===== src/rtl/link_err_pkg.sv =====
package link_err_pkg;
  typedef enum logic [1:0] {
    SN_REQ  = 2'd0,
    SN_HOLD = 2'd1,
    SN_UP   = 2'd2
  } syncn_state_t;

  localparam logic [1:0] REG_STATUS    = 2'd0;
  localparam logic [1:0] REG_IRQ_EN    = 2'd1;
  localparam logic [1:0] REG_REINIT_EN = 2'd2;
  localparam logic [1:0] REG_CTRL      = 2'd3;

  localparam int CTRL_SW_BIT   = 0;
  localparam int CTRL_GDIS_BIT = 1;
  localparam int CTRL_DLY_LSB  = 4;
endpackage


===== src/rtl/lerr_status_log.sv =====
module lerr_status_log #(
  parameter int NUM_ERR = 8,
  parameter logic [NUM_ERR-1:0] IRQ_EN_RST    = 8'h7F,
  parameter logic [NUM_ERR-1:0] REINIT_EN_RST = 8'h0F
) (
  input  logic               clk,
  input  logic               rst,
  input  logic [NUM_ERR-1:0] err_evt,
  input  logic               wr_status,
  input  logic               wr_irq_en,
  input  logic               wr_reinit_en,
  input  logic [NUM_ERR-1:0] wdata,
  output logic [NUM_ERR-1:0] status_q,
  output logic [NUM_ERR-1:0] irq_en_q,
  output logic [NUM_ERR-1:0] reinit_en,
  output logic               irq
);
  localparam logic [NUM_ERR-1:0] CG_ONLY = NUM_ERR'(1);

  logic [NUM_ERR-1:0] clr_mask;
  logic [NUM_ERR-1:0] reinit_q;

  assign clr_mask  = wr_status ? wdata : '0;
  assign reinit_en = reinit_q | CG_ONLY;

  for (genvar i = 0; i < NUM_ERR; i++) begin : g_stat
    logic bit_q;
    always_ff @(posedge clk) begin
      if (rst)             bit_q <= 1'b0;
      else if (err_evt[i]) bit_q <= 1'b1;
      else if (clr_mask[i]) bit_q <= 1'b0;
    end
    assign status_q[i] = bit_q;
  end

  always_ff @(posedge clk) begin
    if (rst) begin
      irq_en_q <= IRQ_EN_RST;
      reinit_q <= REINIT_EN_RST & ~CG_ONLY;
      irq      <= 1'b0;
    end else begin
      if (wr_irq_en)    irq_en_q <= wdata;
      if (wr_reinit_en) reinit_q <= wdata & ~CG_ONLY;
      irq <= |(status_q & irq_en_q);
    end
  end


  evt_sets_status_chk: assert property (@(posedge clk) disable iff (rst)
    (|err_evt) |=> ((status_q & $past(err_evt)) == $past(err_evt)));

  irq_quiet_chk: assert property (@(posedge clk) disable iff (rst)
    !(|(status_q & irq_en_q)) |=> !irq);
endmodule


===== src/rtl/lerr_syncn_fsm.sv =====
module lerr_syncn_fsm
  import link_err_pkg::*;
#(
  parameter int DLY_W      = 4,
  parameter int SUBCLASS_W = 2
) (
  input  logic                  clk,
  input  logic                  rst,
  input  logic                  reinit_req,
  input  logic                  lanes_synced,
  input  logic                  lmfc_tick,
  input  logic [SUBCLASS_W-1:0] subclass,
  input  logic [DLY_W-1:0]      stretch,
  output logic                  sync_n,
  output logic                  in_req
);
  syncn_state_t     state_q;
  logic [DLY_W-1:0] cnt_q;
  logic             step;

  assign step   = (subclass == '0) ? 1'b1 : lmfc_tick;
  assign in_req = (state_q == SN_REQ);

  always_ff @(posedge clk) begin
    if (rst) begin
      state_q <= SN_REQ;
      cnt_q   <= '0;
      sync_n  <= 1'b0;
    end else begin
      case (state_q)
        SN_REQ: begin
          if (!reinit_req && lanes_synced) begin
            if (stretch == '0) begin
              state_q <= SN_UP;
              sync_n  <= 1'b1;
            end else begin
              state_q <= SN_HOLD;
              cnt_q   <= stretch;
            end
          end
        end
        SN_HOLD: begin
          if (reinit_req || !lanes_synced) begin
            state_q <= SN_REQ;
          end else if (step) begin
            if (cnt_q == DLY_W'(1)) begin
              state_q <= SN_UP;
              sync_n  <= 1'b1;
            end
            cnt_q <= cnt_q - 1'b1;
          end
        end
        SN_UP: begin
          if (reinit_req) begin
            state_q <= SN_REQ;
            sync_n  <= 1'b0;
          end
        end
        default: begin
          state_q <= SN_REQ;
          sync_n  <= 1'b0;
        end
      endcase
    end
  end


  release_needs_sync_chk: assert property (@(posedge clk) disable iff (rst)
    $rose(sync_n) |-> $past(lanes_synced));

  hold_count_live_chk: assert property (@(posedge clk) disable iff (rst)
    (state_q == SN_HOLD) |-> (cnt_q != '0));
endmodule


===== src/rtl/link_err_reinit.sv =====
module link_err_reinit
  import link_err_pkg::*;
#(
  parameter int NUM_ERR    = 8,
  parameter int DATA_W     = 32,
  parameter int DLY_W      = 4,
  parameter int SUBCLASS_W = 2,
  parameter logic [NUM_ERR-1:0] IRQ_EN_RST    = 8'h7F,
  parameter logic [NUM_ERR-1:0] REINIT_EN_RST = 8'h0F
) (
  input  logic                  clk,
  input  logic                  rst,
  input  logic [NUM_ERR-1:0]    err_evt,
  input  logic                  lanes_synced,
  input  logic                  lmfc_tick,
  input  logic [SUBCLASS_W-1:0] subclass,
  input  logic [1:0]            bus_addr,
  input  logic                  bus_wr,
  input  logic [DATA_W-1:0]     bus_wdata,
  output logic [DATA_W-1:0]     bus_rdata,
  output logic                  irq,
  output logic                  sync_n
);
  localparam int SN_BIT = CTRL_DLY_LSB + DLY_W;
  localparam logic [NUM_ERR-1:0] CG_ONLY = NUM_ERR'(1);

  logic [NUM_ERR-1:0] status_q, irq_en_q, reinit_en, eff_mask;
  logic [DLY_W-1:0]   dly_q;
  logic               gdis_q, sw_req_q, in_req, reinit_req, wr_ctrl;
  logic [DATA_W-1:0]  rd_next;
  logic               unused_wbits;

  assign unused_wbits = ^bus_wdata;
  assign wr_ctrl      = bus_wr && (bus_addr == REG_CTRL);
  assign eff_mask     = gdis_q ? CG_ONLY : reinit_en;
  assign reinit_req   = (|(err_evt & eff_mask)) || sw_req_q;

  lerr_status_log #(
    .NUM_ERR(NUM_ERR), .IRQ_EN_RST(IRQ_EN_RST), .REINIT_EN_RST(REINIT_EN_RST)
  ) u_log (
    .clk(clk), .rst(rst), .err_evt(err_evt),
    .wr_status(bus_wr && (bus_addr == REG_STATUS)),
    .wr_irq_en(bus_wr && (bus_addr == REG_IRQ_EN)),
    .wr_reinit_en(bus_wr && (bus_addr == REG_REINIT_EN)),
    .wdata(bus_wdata[NUM_ERR-1:0]),
    .status_q(status_q), .irq_en_q(irq_en_q), .reinit_en(reinit_en), .irq(irq)
  );

  lerr_syncn_fsm #(.DLY_W(DLY_W), .SUBCLASS_W(SUBCLASS_W)) u_fsm (
    .clk(clk), .rst(rst), .reinit_req(reinit_req), .lanes_synced(lanes_synced),
    .lmfc_tick(lmfc_tick), .subclass(subclass), .stretch(dly_q),
    .sync_n(sync_n), .in_req(in_req)
  );

  always_ff @(posedge clk) begin
    if (rst) begin
      gdis_q   <= 1'b0;
      dly_q    <= '0;
      sw_req_q <= 1'b0;
    end else begin
      sw_req_q <= (sw_req_q && !in_req) || (wr_ctrl && bus_wdata[CTRL_SW_BIT]);
      if (wr_ctrl) begin
        gdis_q <= bus_wdata[CTRL_GDIS_BIT];
        dly_q  <= bus_wdata[CTRL_DLY_LSB +: DLY_W];
      end
    end
  end

  always_comb begin
    rd_next = '0;
    case (bus_addr)
      REG_STATUS:    rd_next[NUM_ERR-1:0] = status_q;
      REG_IRQ_EN:    rd_next[NUM_ERR-1:0] = irq_en_q;
      REG_REINIT_EN: rd_next[NUM_ERR-1:0] = reinit_en;
      default: begin
        rd_next[CTRL_SW_BIT]               = sw_req_q;
        rd_next[CTRL_GDIS_BIT]             = gdis_q;
        rd_next[CTRL_DLY_LSB +: DLY_W]     = dly_q;
        rd_next[SN_BIT]                    = sync_n;
      end
    endcase
  end

  always_ff @(posedge clk) begin
    if (rst) bus_rdata <= '0;
    else     bus_rdata <= rd_next;
  end


  cg_forces_low_chk: assert property (@(posedge clk) disable iff (rst)
    err_evt[0] |=> !sync_n);

  sw_forces_low_chk: assert property (@(posedge clk) disable iff (rst)
    (sw_req_q && sync_n) |=> !sync_n);

  gdis_blocks_chk: assert property (@(posedge clk) disable iff (rst)
    (sync_n && gdis_q && !err_evt[0] && !sw_req_q) |=> sync_n);
endmodule


===== config.mk =====
export PLATFORM = sky130hd
export DESIGN_NAME = link_err_reinit
export DESIGN_NICKNAME = d
export VERILOG_FILES = /design/src/rtl/link_err_pkg.sv /design/src/rtl/lerr_status_log.sv /design/src/rtl/lerr_syncn_fsm.sv /design/src/rtl/link_err_reinit.sv
export SDC_FILE = /design/constraint.sdc
export NUM_CORES = 1
export LEC_CHECK = 0
export ABC_CLOCK_PERIOD_IN_PS = 4400
export BUFFER_PORTS_ARGS = -buffer_cell sky130_fd_sc_hd__buf_2
export CORE_MARGIN = 5
export CORE_UTILIZATION = 40
export CTS_BUF_LIST = sky130_fd_sc_hd__clkbuf_16
export DETAILED_ROUTE_END_ITERATION = 10
export GPL_ROUTABILITY_DRIVEN = 1
export HOLD_SLACK_MARGIN = 0.06
export PLACE_DENSITY = 0.78
export SYNTH_ARGS = -nofsm -noshare
export SYNTH_HDL_FRONTEND = slang
export SYNTH_SLANG_ARGS = --single-unit
export TNS_END_PERCENT = 50

===== constraint.sdc =====
create_clock -name clk -period 4.4 [get_ports clk]
set_clock_uncertainty 0.15 [all_clocks]
set_input_delay 0 -clock clk [delete_from_list [all_inputs] [get_ports clk]]
set_output_delay 0 -clock clk [all_outputs]
set_load 0.01 [all_outputs]

# [After elaboration in Yosys (flattened, before gate mapping)]
# Cells that the tools add are included.
[totals] out_inout_bits=34 latchBits=0 mem_bits_ro=0 input_bits=49 ff_bits=69 ram_bits=0 wordCells=111 mem_count=0
[classes] magnitude_cmp=0 addsub=1 n_bitwise=2 n_shift=0 reduce_logical=32 multipliers=0 mux=41 div=0 eq_ne=15
[op_table] cell="1-bit 2-to-1 mux" count=23
[op_table] cell="2-bit case mux with 3 select lines" count=3
[op_table] cell="2-bit nonzero test" count=9
[op_table] cell="8-bit AND" count=2
[op_table] cell="4-bit 2-to-1 mux" count=4
[op_table] cell="8-bit 2-to-1 mux" count=2
[op_table] cell="8-bit OR reduction" count=2
[op_table] cell="2-bit 2-to-1 mux" count=6
[op_table] cell="4-bit case mux with 3 select lines" count=1
[op_table] cell="2-bit by 1-bit != test with 1-bit output, second input constant" count=5
[op_table] cell="4-bit case mux with 2 select lines" count=1
[op_table] cell="1-bit logical AND" count=7
[op_table] cell="2-bit == test, second input constant" count=3
[op_table] cell="2-bit logical NOT" count=3
[op_table] cell="3-bit by 1-bit != test with 1-bit output, second input constant" count=2
[op_table] cell="6-bit AND reduction" count=1
[op_table] cell="5-bit AND reduction" count=1
[op_table] cell="2-bit by 1-bit == test with 1-bit output, second input constant" count=2
[op_table] cell="4-bit by 1-bit == test with 1-bit output, second input constant" count=1
[op_table] cell="4-bit logical NOT" count=1
[op_table] cell="2-bit != test, second input constant" count=2
[op_table] cell="4-bit AND reduction" count=1
[op_table] cell="4-bit OR reduction" count=1
[op_table] cell="4-bit by 1-bit subtractor with 4-bit output, second input constant" count=1
[op_table] cell="3 further kinds" count=7

# [Depth between registers and ports, before layout]
[depth] word_depth=8 mapped_depth=8 ltp_nobuf=6

# [Hierarchy]
# A second synthesis with hierarchy kept.
[unflattened] cells_unflattened=252 area_unflattened_um2=2338.5
[modules_own_cells] module="lerr_status_log" area_each_um2=982.2 cells_per_inst=89 seq_area_each_um2=480.5 instances=1
[modules_own_cells] module="link_err_reinit" area_each_um2=915.9 cells_per_inst=109 seq_area_each_um2=300.3 instances=1
[modules_own_cells] module="lerr_syncn_fsm" area_each_um2=440.4 cells_per_inst=54 seq_area_each_um2=140.1 instances=1

# [Worst setup path after synthesis]
# OpenSTA, ideal clock, no wires.
[synth_timing] path_kind="register to register" start="register u_log.reinit_q[2]" end="register u_fsm.cnt_q[2]" period_less_slack_ps=1481 t_arrival_ps=1260 path_stages_with_launch=6 setup_time_ps=70 slack_ps=2919 path_cell_list="dfxtp_1 > a22oi_1 > nand3_1 > o21a_1 > or3_1 > a21oi_1"
[synth_between] elab_chain_len=8 word_cells_on_any_way=10 classes_between="2 x eq/ne; 1 x mux; 1 x bitwise; 6 x reduce/logical"
[synth_rtl] item="start, declared" line="lerr_status_log.sv:21" rtl="logic [NUM_ERR-1:0] reinit_q;"
[synth_rtl] item="start signal, assigned" line="lerr_status_log.sv:39" rtl="reinit_q <= REINIT_EN_RST & ~CG_ONLY;"
[synth_rtl] item="start signal, assigned" line="lerr_status_log.sv:43" rtl="if (wr_reinit_en) reinit_q <= wdata & ~CG_ONLY;"
[synth_rtl] item="8-bit 2-to-1 mux (*)" line="link_err_reinit.sv:35" rtl="assign eff_mask = gdis_q ? CG_ONLY : reinit_en;"
[synth_rtl] item="8-bit AND (*)" line="link_err_reinit.sv:36" rtl="assign reinit_req = (|(err_evt & eff_mask)) || sw_req_q;"
[synth_rtl] item="8-bit OR reduction (*)" line="link_err_reinit.sv:36"
[synth_rtl] item="1-bit logical OR (*)" line="link_err_reinit.sv:36"
[synth_rtl] item="1-bit logical NOT" line="lerr_syncn_fsm.sv:32" rtl="if (!reinit_req && lanes_synced) begin"
[synth_rtl] item="1-bit logical AND" line="lerr_syncn_fsm.sv:32"
[synth_rtl] item="2-bit by 1-bit != test with 1-bit output (no line)"
[synth_rtl] item="5-bit AND reduction (no line) (*)"
[synth_rtl] item="end signal, assigned" line="lerr_syncn_fsm.sv:38" rtl="cnt_q <= stretch;"
[synth_rtl] item="end signal, assigned" line="lerr_syncn_fsm.sv:50" rtl="cnt_q <= cnt_q - 1'b1;"
[synth_rtl] item="end, declared" line="lerr_syncn_fsm.sv:18" rtl="logic [DLY_W-1:0] cnt_q;"
# Every way passes the cells marked *; elsewhere a longest branch is shown, timed or not.
# A chain may end at the register's enable or synchronous reset.

# [Final worst setup path]
[layout_timing] start="input port bus_addr[1]" end="register u_log.g_stat[0].bit_q"
[layout_between] elab_chain_len=4
[layout_rtl] item="start, declared" line="link_err_reinit.sv:17" rtl="input logic [1:0] bus_addr,"
[layout_rtl] item="2-bit logical NOT" line="link_err_reinit.sv:42" rtl=".wr_status(bus_wr && (bus_addr == REG_STATUS)),"
[layout_rtl] item="1-bit logical AND" line="link_err_reinit.sv:42"
[layout_rtl] item="8-bit 2-to-1 mux" line="lerr_status_log.sv:23" rtl="assign clr_mask = wr_status ? wdata : '0;"
[layout_rtl] item="2-bit nonzero test (no line)"
[layout_rtl] item="end signal, assigned" line="lerr_status_log.sv:29" rtl="if (rst) bit_q <= 1'b0;"
[layout_rtl] item="end signal, assigned" line="lerr_status_log.sv:30" rtl="else if (err_evt[i]) bit_q <= 1'b1;"
[layout_rtl] item="end signal, assigned" line="lerr_status_log.sv:31" rtl="else if (clr_mask[i]) bit_q <= 1'b0;"
[layout_rtl] item="end, declared" line="lerr_status_log.sv:27" rtl="logic bit_q;"
# No other way between the ends.

==> flow_summary.json <==
{
  "row_count": 27,
  "rsz0062_at_grt": "false",
  "ctsResizeCount": 0,
  "synth-simple-area-share_pct": 23.4,
  "ys_ff_latch": 46,
  "max_stage_delay_ns": 0.56,
  "syn_avg_cell_area_um2": 8.02,
  "synth_flop_cell": "dfxtp_1",
  "grt_pass1_vias": 1967,
  "p_int_uw": 699,
  "hold_buffers": 28,
  "slowest_stage": "dlygate4sd3_1",
  "h-tree-depth": 2,
  "die_h_um": 84.1,
  "core_area_mm2": 0.00544,
  "drtIter0Drc": 172,
  "dieArea_mm2": 0.00708,
  "clock_power_share_pct": 38.0,
  "clkSinkCount": 46,
  "async_flop_share_pct": 0,
  "worst-setup-path-type": "input pin to flip-flop",
  "yosys.area_share.xor_xnor_pct": 0,
  "end_kind": "flip-flop",
  "viasPerCell": 5.28,
  "p_sw_uw": 241,
  "grt_pass1_wl_um": 9040,
  "leakagePower_nw": 1.17,
  "num_vias": 2116,
  "place.gp.congestion": 0.868,
  "pin_count": 83,
  "antenna_left": 0,
  "critical_path.top_delay_family": "buffers and inverters",
  "cp_num_buf_inv": 4,
  "status": "completed",
  "wl_um": 5630,
  "slew_headroom_pct": 58.1,
  "grt-ovfl-total": 0,
  "cts_tree": "done",
  "cts_made_buffers": 5,
  "fin_area_mm2": 0.00273,
  "multi_input_area_mm2": 0.00111,
  "hold_path_class": "input pin to flip-flop",
  "dieWidth_um": 84.1,
  "io_buffers": 35,
  "worst_slack_ns": 1.95,
  "fin_tns_setup_ns": 0,
  "syn2layout_area_growth_pct": 24.4,
  "crit_top_cell": "dlygate4sd3_1",
  "track_usage_pct": 15.7,
  "path_max_fanout": 10,
  "ys_seq_area_share_pct": 41.9,
  "cap_violations": 0,
  "syn_inst": 274,
  "switching_share_pct": 25.6,
  "hold_violations": 0,
  "drc_errors": 0,
  "yosysWarnings": 0,
  "final-seq-area_um2": 921,
  "pre_cts_ws_ns": 2.67,
  "clockBufferDepth": 2,
  "synth_compound_area_share_pct": 19.0,
  "combPwrFrac_pct": 14.3,
  "synth_edf_count": 0,
  "drive_gt1_share_pct": 13.1,
  "nets": 384,
  "startpoint_type": "input pin",
  "worstMarginPinSlew_ns": 0.629,
  "dpl_cell_area_mm2": 0.00232,
  "finalSetupViolCount": 0,
  "seq_power_share_pct": 47.7,
  "root_buffer": "clkbuf_16",
  "synth_cell_types": 36,
  "antenna_cells": 0,
  "p_per_area_mw_per_mm2": 344,
  "timing.fmax_ghz": 0.408,
  "fin_crit_sh_pct": 55.6,
  "initial_core_util_pct": 40.4,
  "crit_required_ns": 4.40,
  "maxSlewViolCount": 0,
  "grt_max_degree": 34,
  "power_uw": 940,
  "irDropWorstVdd_mv": 0.220,
  "post-cts-setup-buffers": 0,
  "syn_area_mm2": 0.00220,
  "drt_pass1_iterations": 6,
  "path_clk_slew_ns": 0.06,
  "synthAdderAreaFrac_pct": 3.98,
  "insertion_delay_ns": 0.29,
  "yosys-mux-area-fraction_pct": 0,
  "fin_hold_ws_ns": 0.0685,
  "antenna_found_initial": 0,
  "place_hpwl_um": 3870,
  "synth_top_family_by_area": "simple AND/OR/NAND/NOR gates",
  "critPathArrivalTime_ns": 2.45,
  "min_period_ns": 2.45,
  "wire_per_inst_um": 14.0,
  "fillers": 535,
  "path_cells": "dlygate4sd3_1 > buf_2 > inv_1 > ha_1 > and2_1 > nand2_1 > a21oi_1 > dlygate4sd3_1 > nor2_1"
}
-- power by group through the flow --
stage          Clock, mW  Combinational, mW  Sequential (mW)
2_1_floorplan          0             0.0854            0.457
3_3_place_gp           0              0.107            0.457
3_5_place_dp           0              0.109            0.458
4_1_cts            0.362              0.131            0.448
5_1_grt            0.381              0.148            0.451
6_report           0.357              0.134            0.449
-- stage by stage --
step                util (%)  std cells
floorplan                  -        296
global placement        42.6        365
detailed placement      42.6        365
CTS                     50.3        401
global route            50.3        401
finish                  50.3        401
-- state kept, by name (all words and copies together), names as in the netlist --
| name | count |
|---|---|
| bus_rdata | 9 |
| u_log.g_stat.bit_q | 8 |
| u_log.irq_en_q | 8 |
| u_log.reinit_q | 7 |
| dly_q | 4 |
| u_fsm.cnt_q | 4 |
| u_fsm.state_q | 2 |
| gdis_q | 1 |
| sw_req_q | 1 |
| u_fsm.sync_n | 1 |
| u_log.irq | 1 |
-- placed cells by master, fill, tap and decap left out, types with 2 or more instances in the layout --
cell / instances
and2_1: 2
ha_1: 7
a21oi_1: 30
a22oi_1: 8
nor4b_1: 2
buf_2: 35
nor2_1: 24
nand2_1: 40
dfxtp_1: 46
conb_1: 23
nor2b_1: 3
o21ai_0: 4
nor3_1: 4
inv_1: 7
a222oi_1: 7
nand3_1: 32
clkbuf_16: 5
nand2b_1: 2
o311ai_0: 2
dlygate4sd3_1: 28
-- metal layers --
metal  track usage, %  vias up  share of wire (%)
met1             19.2      983                 40
met5                0        -                  0
met3             4.81       11                8.6
li1                 -     1029                  -
met4             7.31        0                1.7
met2             25.3       93                 49
-- final timing paths --
check / slack, ns / start / cells after the start / to
min reg2reg: 0.33 / u_log.irq_en_q[7] / 2 / u_log.irq_en_q[7]
min: 0.07 / rst / 2 / u_log.g_stat[2].bit_q
max: 1.95 / bus_addr[1] / 9 / u_log.g_stat[0].bit_q
max reg2reg: 2.64 / u_log.reinit_q[3] / 5 / u_fsm.cnt_q[3]
-- cells in the mapped netlist, types with 2 or more instances --
cell type	count	share of area, %
nor2b_1	3	0.85
o311ai_0	2	0.80
ha_1	7	4.0
and2_1	2	0.57
a222oi_1	7	3.2
clkbuf_1	14	2.4
inv_1	6	1.0
nand3_1	32	7.3
o21ai_0	4	0.91
nor3_1	4	0.91
nand2b_1	2	0.57
dfxtp_1	46	42
nor4b_1	2	0.80
nor2_1	24	4.1
a21oi_1	30	6.8
a22oi_1	8	2.7
buf_4	23	7.9
nand2_1	40	6.8
-- area by class of cell --
| class | instances | area share (%) |
|---|---|---|
| timing repair buffer | 63 | 16.7 |
| tap | 72 | 3.30 |
| sequential | 46 | 33.7 |
| clock buffer | 5 | 4.58 |
| inverter | 6 | 0.824 |
| clock inverter | 3 | 0.458 |
| multi-input combinational | 206 | 40.5 |
-- logic make-up (layout without fill, tap and decap cells) --
kind of cell	Yosys count	in the layout
flip-flops	46	46
adder cells (fa/ha/maj)	7	7
AND/OR/NAND/NOR	113	113
buffers and inverters	44	77
AO/OA/AOI/OAI	63	63
other	1	23
(Power assumes the default switching activity.)
